**config.mk**
```make
export PLATFORM = sky130hd
export DESIGN_NAME = prog_irq_reg
export DESIGN_NICKNAME = d
export VERILOG_FILES = /design/src/rtl/pirq_pkg.sv /design/src/rtl/pirq_bus_if.sv /design/src/rtl/pirq_req_store.sv /design/src/rtl/pirq_encoder.sv /design/src/rtl/prog_irq_reg.sv
export SDC_FILE = /design/constraint.sdc
export NUM_CORES = 1
export LEC_CHECK = 0
export ABC_AREA = 0
export BUFFER_PORTS_ARGS = -buffer_cell sky130_fd_sc_hd__clkbuf_2
export CORE_ASPECT_RATIO = 1.1
export CORE_MARGIN = 1.5
export CORE_UTILIZATION = 34
export CTS_BUF_LIST = sky130_fd_sc_hd__clkbuf_8 sky130_fd_sc_hd__clkbuf_16
export DETAILED_ROUTE_END_ITERATION = 16
export GPL_TIMING_DRIVEN = 0
export PLACE_DENSITY = 0.79
export SLEW_MARGIN = 25
export SYNTH_ARGS = -nofsm -noshare
export SYNTH_HDL_FRONTEND = slang
export SYNTH_SLANG_ARGS = --single-unit
```
**constraint.sdc**
```tcl
create_clock -name clk -period 1.9 [get_ports clk]
set_clock_uncertainty 0.1 [all_clocks]
set_input_delay 0.38 -clock clk [delete_from_list [all_inputs] [get_ports clk]]
set_output_delay 0.38 -clock clk [all_outputs]
set_load 0.05 [all_outputs]
```
**src/rtl/pirq_pkg.sv**
```systemverilog
// Package: shared constants for the program interrupt request register.
// Assumes a 16-bit word with seven request bits above a 9-bit hardware field.
package pirq_pkg;
    localparam int DATA_W  = 16;
    localparam int LVL_W   = 3;
    localparam int NREQ    = (1 << LVL_W) - 1;
    localparam int REQ_LSB = DATA_W - NREQ;
    localparam int VEC_W   = 9;
    localparam logic [VEC_W-1:0] VECTOR = 9'o240;
endpackage

```
**src/rtl/pirq_bus_if.sv**
```systemverilog
// Module: bus decode and registered read path.
// Assumes word-aligned decode (address bit 0 ignored) and a single-cycle strobe protocol.
module pirq_bus_if #(
    parameter int ADDR_W = 22,
    parameter logic [ADDR_W-1:0] REG_ADDR = 22'o17777772,
    parameter int DATA_W = 16
) (
    input  logic              clk,
    input  logic              rst_n,
    input  logic [ADDR_W-1:0] bus_addr,
    input  logic              bus_rd,
    input  logic              bus_wr,
    input  logic [1:0]        bus_be,
    input  logic [DATA_W-1:0] reg_word,
    output logic              wr_hi,
    output logic              wr_lo_only,
    output logic [DATA_W-1:0] bus_rdata
);
    logic hit;

    // Decode the word address.
    always_comb begin
        hit        = (bus_addr[ADDR_W-1:1] == REG_ADDR[ADDR_W-1:1]);
        wr_hi      = hit && bus_wr && bus_be[1];
        wr_lo_only = hit && bus_wr && bus_be[0] && !bus_be[1];
    end

    // Capture the word on a read hit and return zero otherwise.
    always_ff @(posedge clk) begin
        if (!rst_n)
            bus_rdata <= '0;
        else if (hit && bus_rd)
            bus_rdata <= reg_word;
        else
            bus_rdata <= '0;
    end


    idle_rdata_zero_chk: assert property (@(posedge clk) disable iff (!rst_n)
        !(hit && bus_rd) |=> (bus_rdata == '0));


    read_word_chk: assert property (@(posedge clk) disable iff (!rst_n)
        (hit && bus_rd) |=> (bus_rdata == $past(reg_word)));
endmodule

```
**src/rtl/pirq_req_store.sv**
```systemverilog
// Module: holds the software request bits.
// Assumes bus_reset and rst_n are synchronous, and that rst_n takes priority.
module pirq_req_store #(
    parameter int NREQ = 7
) (
    input  logic            clk,
    input  logic            rst_n,
    input  logic            bus_reset,
    input  logic            wr_hi,
    input  logic            wr_lo_only,
    input  logic [NREQ-1:0] wdata_req,
    output logic [NREQ-1:0] req
);
    // Load request bits on an upper-lane write and clear them on either reset.
    always_ff @(posedge clk) begin
        if (!rst_n || bus_reset)
            req <= '0;
        else if (wr_hi)
            req <= wdata_req;
    end


    bus_reset_clear_chk: assert property (@(posedge clk) disable iff (!rst_n)
        bus_reset |=> (req == '0));


    low_lane_ignored_chk: assert property (@(posedge clk) disable iff (!rst_n)
        (wr_lo_only && !bus_reset) |=> $stable(req));


    upper_lane_load_chk: assert property (@(posedge clk) disable iff (!rst_n)
        (wr_hi && !bus_reset) |=> (req == $past(wdata_req)));
endmodule

```
**src/rtl/pirq_encoder.sv**
```systemverilog
// Module: binary-search priority encoder over the request bits.
// Assumes request i (0-based) stands for level i+1, so level 0 means none pending.
module pirq_encoder #(
    parameter int LVL_W = 3
) (
    input  logic                       clk,
    input  logic                       rst_n,
    input  logic [(1<<LVL_W)-2:0]      req,
    output logic [LVL_W-1:0]           level
);
    localparam int SLOTS = 1 << LVL_W;

    logic [SLOTS-1:0] slots;
    int unsigned      base;
    int unsigned      span;

    // Halve the search window each step and move up when the upper half holds a request.
    always_comb begin
        slots = {req, 1'b0};
        base  = 0;
        span  = 0;
        for (int s = LVL_W - 1; s >= 0; s--) begin
            span = 1 << s;
            if (((slots >> (base + span)) & SLOTS'((1 << span) - 1)) != '0)
                base = base + span;
        end
        level = LVL_W'(base);
    end


    level_bit_set_chk: assert property (@(posedge clk) disable iff (!rst_n)
        (level != '0) |-> slots[level]);


    no_higher_req_chk: assert property (@(posedge clk) disable iff (!rst_n)
        ((slots >> level) >> 1) == '0);
endmodule

```
**src/rtl/prog_irq_reg.sv**
```systemverilog
// Module: top of the program interrupt request register.
// Assumes a 16-bit bus with byte lanes; the low nine bits are read-only and
// rebuilt from the encoded level; the vector is fixed.
module prog_irq_reg
    import pirq_pkg::*;
#(
    parameter int ADDR_W = 22,
    parameter logic [ADDR_W-1:0] REG_ADDR = 22'o17777772
) (
    input  logic              clk,
    input  logic              rst_n,
    input  logic              bus_reset,
    input  logic [ADDR_W-1:0] bus_addr,
    input  logic              bus_rd,
    input  logic              bus_wr,
    input  logic [1:0]        bus_be,
    input  logic [15:0]       bus_wdata,
    output logic [15:0]       bus_rdata,
    output logic              irq_req,
    output logic [2:0]        irq_level,
    output logic [8:0]        irq_vector,
    input  logic              ack_strobe,
    input  logic [2:0]        ack_level,
    output logic              ack_pending
);
    logic [NREQ-1:0]   req;
    logic [LVL_W-1:0]  level;
    logic [DATA_W-1:0] reg_word;
    logic              wr_hi;
    logic              wr_lo_only;

    pirq_bus_if #(.ADDR_W(ADDR_W), .REG_ADDR(REG_ADDR), .DATA_W(DATA_W)) u_bus (
        .clk        (clk),
        .rst_n      (rst_n),
        .bus_addr   (bus_addr),
        .bus_rd     (bus_rd),
        .bus_wr     (bus_wr),
        .bus_be     (bus_be),
        .reg_word   (reg_word),
        .wr_hi      (wr_hi),
        .wr_lo_only (wr_lo_only),
        .bus_rdata  (bus_rdata)
    );

    pirq_req_store #(.NREQ(NREQ)) u_store (
        .clk        (clk),
        .rst_n      (rst_n),
        .bus_reset  (bus_reset),
        .wr_hi      (wr_hi),
        .wr_lo_only (wr_lo_only),
        .wdata_req  (bus_wdata[DATA_W-1:REQ_LSB]),
        .req        (req)
    );

    pirq_encoder #(.LVL_W(LVL_W)) u_enc (
        .clk   (clk),
        .rst_n (rst_n),
        .req   (req),
        .level (level)
    );

    // Build the visible word with the level placed in both low-byte fields.
    always_comb begin
        reg_word = {req, 1'b0, level, 1'b0, level, 1'b0};
    end

    // Drive the request outputs and the acknowledge check.
    always_comb begin
        irq_req     = (level != '0);
        irq_level   = level;
        irq_vector  = VECTOR;
        ack_pending = ack_strobe && (ack_level != '0) && req[ack_level - 3'd1];
    end


    reset_quiet_chk: assert property (@(posedge clk)
        !rst_n |=> (!irq_req && bus_rdata == '0));


    ack_not_above_chk: assert property (@(posedge clk) disable iff (!rst_n)
        ack_pending |-> (irq_req && ack_level <= irq_level));


    clear_top_drops_chk: assert property (@(posedge clk) disable iff (!rst_n)
        (wr_hi && !bus_reset && bus_wdata[DATA_W-1:REQ_LSB] == '0) |=> !irq_req);
endmodule

```
---- Word level (Yosys, flattened, before mapping) ----
Cells that the tools add are included.
word-level totals
  register bits ........................... 23
  input bits .............................. 49
  output and inout bits ................... 30
  logic and storage cells ................. 27
cells by class
  $add $sub $neg .......................... 3
  $lt $le $gt $ge ......................... 1
  equality and inequality tests ........... 1
  shifts and indexed selects .............. 2
  mux-type cells .......................... 5
  reduce and logical (&&, ||, !) cells .... 12
operators by type and width
  operator                                                    number
  adder 32 x 1 -> 32 bit, second input constant               1
  adder 32 x 2 -> 32 bit, second input constant               1
  2-to-1 mux 32 bit                                           1
  >> shifter 8 x 32 -> 1 bit                                  1
  >> shifter 8 x 32 -> 2 bit                                  1
  equality test 21 bit, second input constant                 1
  nonzero test 8 bit                                          2
  2-to-1 mux 3 bit                                            2
  nonzero test 3 bit                                          2
  logical AND 1 bit                                           5
  less-than comparator 3 x 4 -> 1 bit, second input constant  1
  binary-select mux 1 bit (select 3 bit)                      1
  subtractor 3 x 1 -> 3 bit, second input constant            1
  AND reduction 2 bit                                         1
  zero test 1 bit                                             1
  logical OR 1 bit                                            1
  2-to-1 mux 1 bit                                            1

---- Logic depth before layout (Yosys ltp) ----
  word-level depth ........................ 10
  mapped depth ............................ 7
  depth with buffers taken out ............ 7

---- Modules after synthesis ----
From an unflattened synthesis, not the netlist that was laid out.
unflattened totals
  cells, all modules ...................... 104
  area total of the unflattened synthesis .. 1,082.3 um2
modules (own cells, without submodules)
  module          instances  cells each  area an instance (um2)
  pirq_bus_if     1          47          596.8
  pirq_req_store  1          23          254.0
  prog_irq_reg    1          24          186.4
  pirq_encoder    1          10          45.0

---- Least setup slack after synthesis ----
OpenSTA, ideal clock, no wires.
  path type ............................... input port to output port
  start ................................... input ack_level[0]
  end ..................................... output ack_pending
  data arrival time ....................... 2.837 ns
  required time ........................... 1.420 ns
  path slack .............................. -1.417 ns
  cell stages on the path ................. 6
  buffers on the path ..................... 0
  path through ............................ inv_1 ha_1 ha_1 mux4_2 nor2b_1 nor4b_1
between the ends
  word-level cells in the longest chain between the ends .. 4
  elaborated cells between the ends (all ways) .. 6
RTL lines
  element                                 RTL line            source
  start, declared                         prog_irq_reg.sv:23  input logic [2:0] ack_level,
  subtractor 3 x 1 -> 3 bit               prog_irq_reg.sv:72  ack_pending = ack_strobe && (ack_level != '0) && req[ack_level - 3'd1];
  binary-select mux 1 bit (select 3 bit)  prog_irq_reg.sv:72
  2-to-1 mux 1 bit (not written as such)  prog_irq_reg.sv:72
  logical AND 1 bit *                     prog_irq_reg.sv:72
  end, declared                           prog_irq_reg.sv:24  output logic ack_pending
Mark *: on every way between the ends. The rest lies on a longest branch, timed or not. The select of a mux whose other input is x is not followed.

---- Worst setup path in the final report ----
Same ends and word-level chain as after synthesis.

==> qor.yml <==
grt_antenna_before_repair: 0
start_kind: "input pin"
synth.top_cell.area_share_pct: 36.8
min_path_cells: 3
start_util_pct: 36.4
rr_endpoint: "u_bus.bus_rdata[5]"
drtPass1Iterations: 4
peakVddDrop_uv: 369
ys_async_sr_fraction_pct: 0
final_cells: 207
synth_top_cell_by_area: "dfxtp_1"
endpoint_kind: "output pin"
clk_pin_slew_ns: 0.06
slew-limit-headroom_pct: 60.6
status: "complete, but fails checks"
synth.area.top_cells: "dfxtp_1 (37%), buf_4 (13%), nand4_1 (8.1%), and2_1 (4.7%), a21oi_1 (4.3%)"
root_buffer: "clkbuf_8"
syn_avg_cell_area_um2: 8.81
numCtsBuffers: 3
hold_path_end: "u_store.req[6]"
core_area_mm2: 0.00254
ys_warn_count: 0
drive_gt1_share_pct: 54.0
syn2layout_area_growth_pct: 59.1
synth_edf_count: 0
wl_um: 2230
dp_hpwl_um: 1900
dp_cells: 201
setup_ws_ns: -0.310
h-tree-depth: 1
ff2ff_path_depth: 6
tns_ns: -0.310
ios: 79
clock_latency_ns: 0.25
die_w_um: 52.7
grt_pass1_wl_um: 3650
track_usage_pct: 15.8
die_y_um: 57.7
synth_most_common_cell: "dfxtp_1"
vias: 962
path_max_fanout: 3
rr_startpoint: "u_store.req[1]"
dieArea_mm2: 0.00304
antenna_cells: 0
hold_class: "in2reg"
routabilityCongestion: 0.798
drc: 0
arrival_ns: 1.73
cts_tree: "built"
max_freq_mhz: 453
fin_crit_ns: 2.21
drt-initial-drc-count: 6
p_leak_nw: 0.707
failed_checks: "setup timing"
synthTopCellsByCount: "dfxtp_1 (17), buf_4 (16), nand4_1 (12), a21oi_1 (8)"
setup_violations: 1
wl_per_cell_um: 10.8
grt_setup_unrepaired: "true"
yosys_most_used_dff: "dfxtp_1"
viasPerCell: 4.65
hold_slack_ns: 0.270
slew_viol_final: 0
tightest_slew_ns: 0.587
critPathRequiredTime_ns: 1.42
netlist_area_um2: 925
grt_pass1_vias: 891
io_buffers: 55
synth-seq-cells: 17
row_count: 19
synth_cell_types: 27
fill_cells: 230
period_share_pct: 116
p_per_area_mw_per_mm2: 541
cap_viol_max_count: 0
clock_sinks: 17
regArea_um2: 343
grt_overflow: 0
hold_viol_final: 0
multi_input_area_um2: 537
synthCells: 105
fin_nets: 228
hold_buffers: 0
clock_path_buffers: 2
r2r_slack_ns: 0.60
crit_type: "in2out"
grt_max_degree: 11
yosysSeqAreaShare_pct: 36.8
ant_nets: 0
hold_start: "bus_wdata[15]"
==> metrics by stage <==
step                      area (um2)  power (W)  util, %  worst slack, ns
after global placement          1340   0.000521     52.8           -0.578
after global routing            1470   0.000821     57.8           -0.384
final                           1470   0.000797     57.8           -0.310
after CTS                       1460   0.000798     57.4           -0.327
after detailed placement        1340   0.000523     52.8           -0.604
after floorplan                 1030   0.000477        -           -0.286
==> state kept, by name (all words and copies together), names as in the netlist <==
signal	count
u_store.req	7
u_bus.bus_rdata	10
==> how the worst max path moves through the flow <==
stage	to	cells after the start	start	slack, ns
after floorplan	ack_pending	6	ack_level[0]	-0.29
after global placement	ack_pending	9	ack_level[0]	-0.58
after detailed placement	ack_pending	9	ack_level[0]	-0.60
after CTS	ack_pending	9	ack_level[0]	-0.33
after global routing	ack_pending	9	ack_level[0]	-0.38
final	ack_pending	9	ack_level[0]	-0.31
==> layer usage <==
layer	GRT usage, %	wire, um	part of all wire, %
met5	0	0	0
met4	6.59	40	1.8
met3	3.35	237	11
met2	29.3	1100	49
met1	16.9	859	38
==> cells in the final DEF, fill, tap and decap left out, types with 3 or more instances in the layout <==
cell type and n:
clkbuf_2 50, buf_4 19, dfxtp_1 15, nand4_1 12, conb_1 12, a21oi_1 8, and2_1 7, o21ai_1 7
clkbuf_8 5, inv_1 4, nand2_1 4, nor3_1 4, nor2_1 3
==> logic make-up after synthesis <==
kind of cell,after synthesis,share of synthesized area (%)
AO/OA/AOI/OAI,19,11.9
adder cells (fa/ha/maj),2,2.71
buffers and inverters,23,16.6
flip-flops,17,36.8
multiplexers,2,3.52
other,2,0.812
AND/OR/NAND/NOR,40,27.6
==> worst max-delay path, stage by stage <==
cell	delay (ns)
clkbuf_16	0.12
inv_12	0.03
ha_4	0.15
ha_4	0.28
mux2i_1	0.18
nor2_1	0.07
a311oi_2	0.26
nor4b_4	0.08
clkbuf_8	0.18
==> cell type report <==
cell class                 count  share of cell area (%)
sequential                    17                    23.3
tap                           31                    2.64
clock buffer                   3                    2.81
multi-input combinational     75                    36.5
inverter                       6                    2.89
buffer                        17                    8.93
clock inverter                 1                   0.340
timing repair buffer          57                    22.6
==> power by group <==
group / internal (W) / switching, W
Sequential: 0.000356 / 0.0000000000137
Clock: 0.000146 / 0.000124
Combinational: 0.0000752 / 0.0000953
Total: 0.000577 / 0.000220
==> timing repair <==
item | CTS | global route
cloned | 0 | 0
setup buffers | 1 | 1
hold endpoints to repair | 0 | 0
setup endpoints to repair | 3 | 3
gates resized for setup | 11 | 4
pin swaps | 2 | 1
No activity file was read; power rests on OpenSTA's default activity.
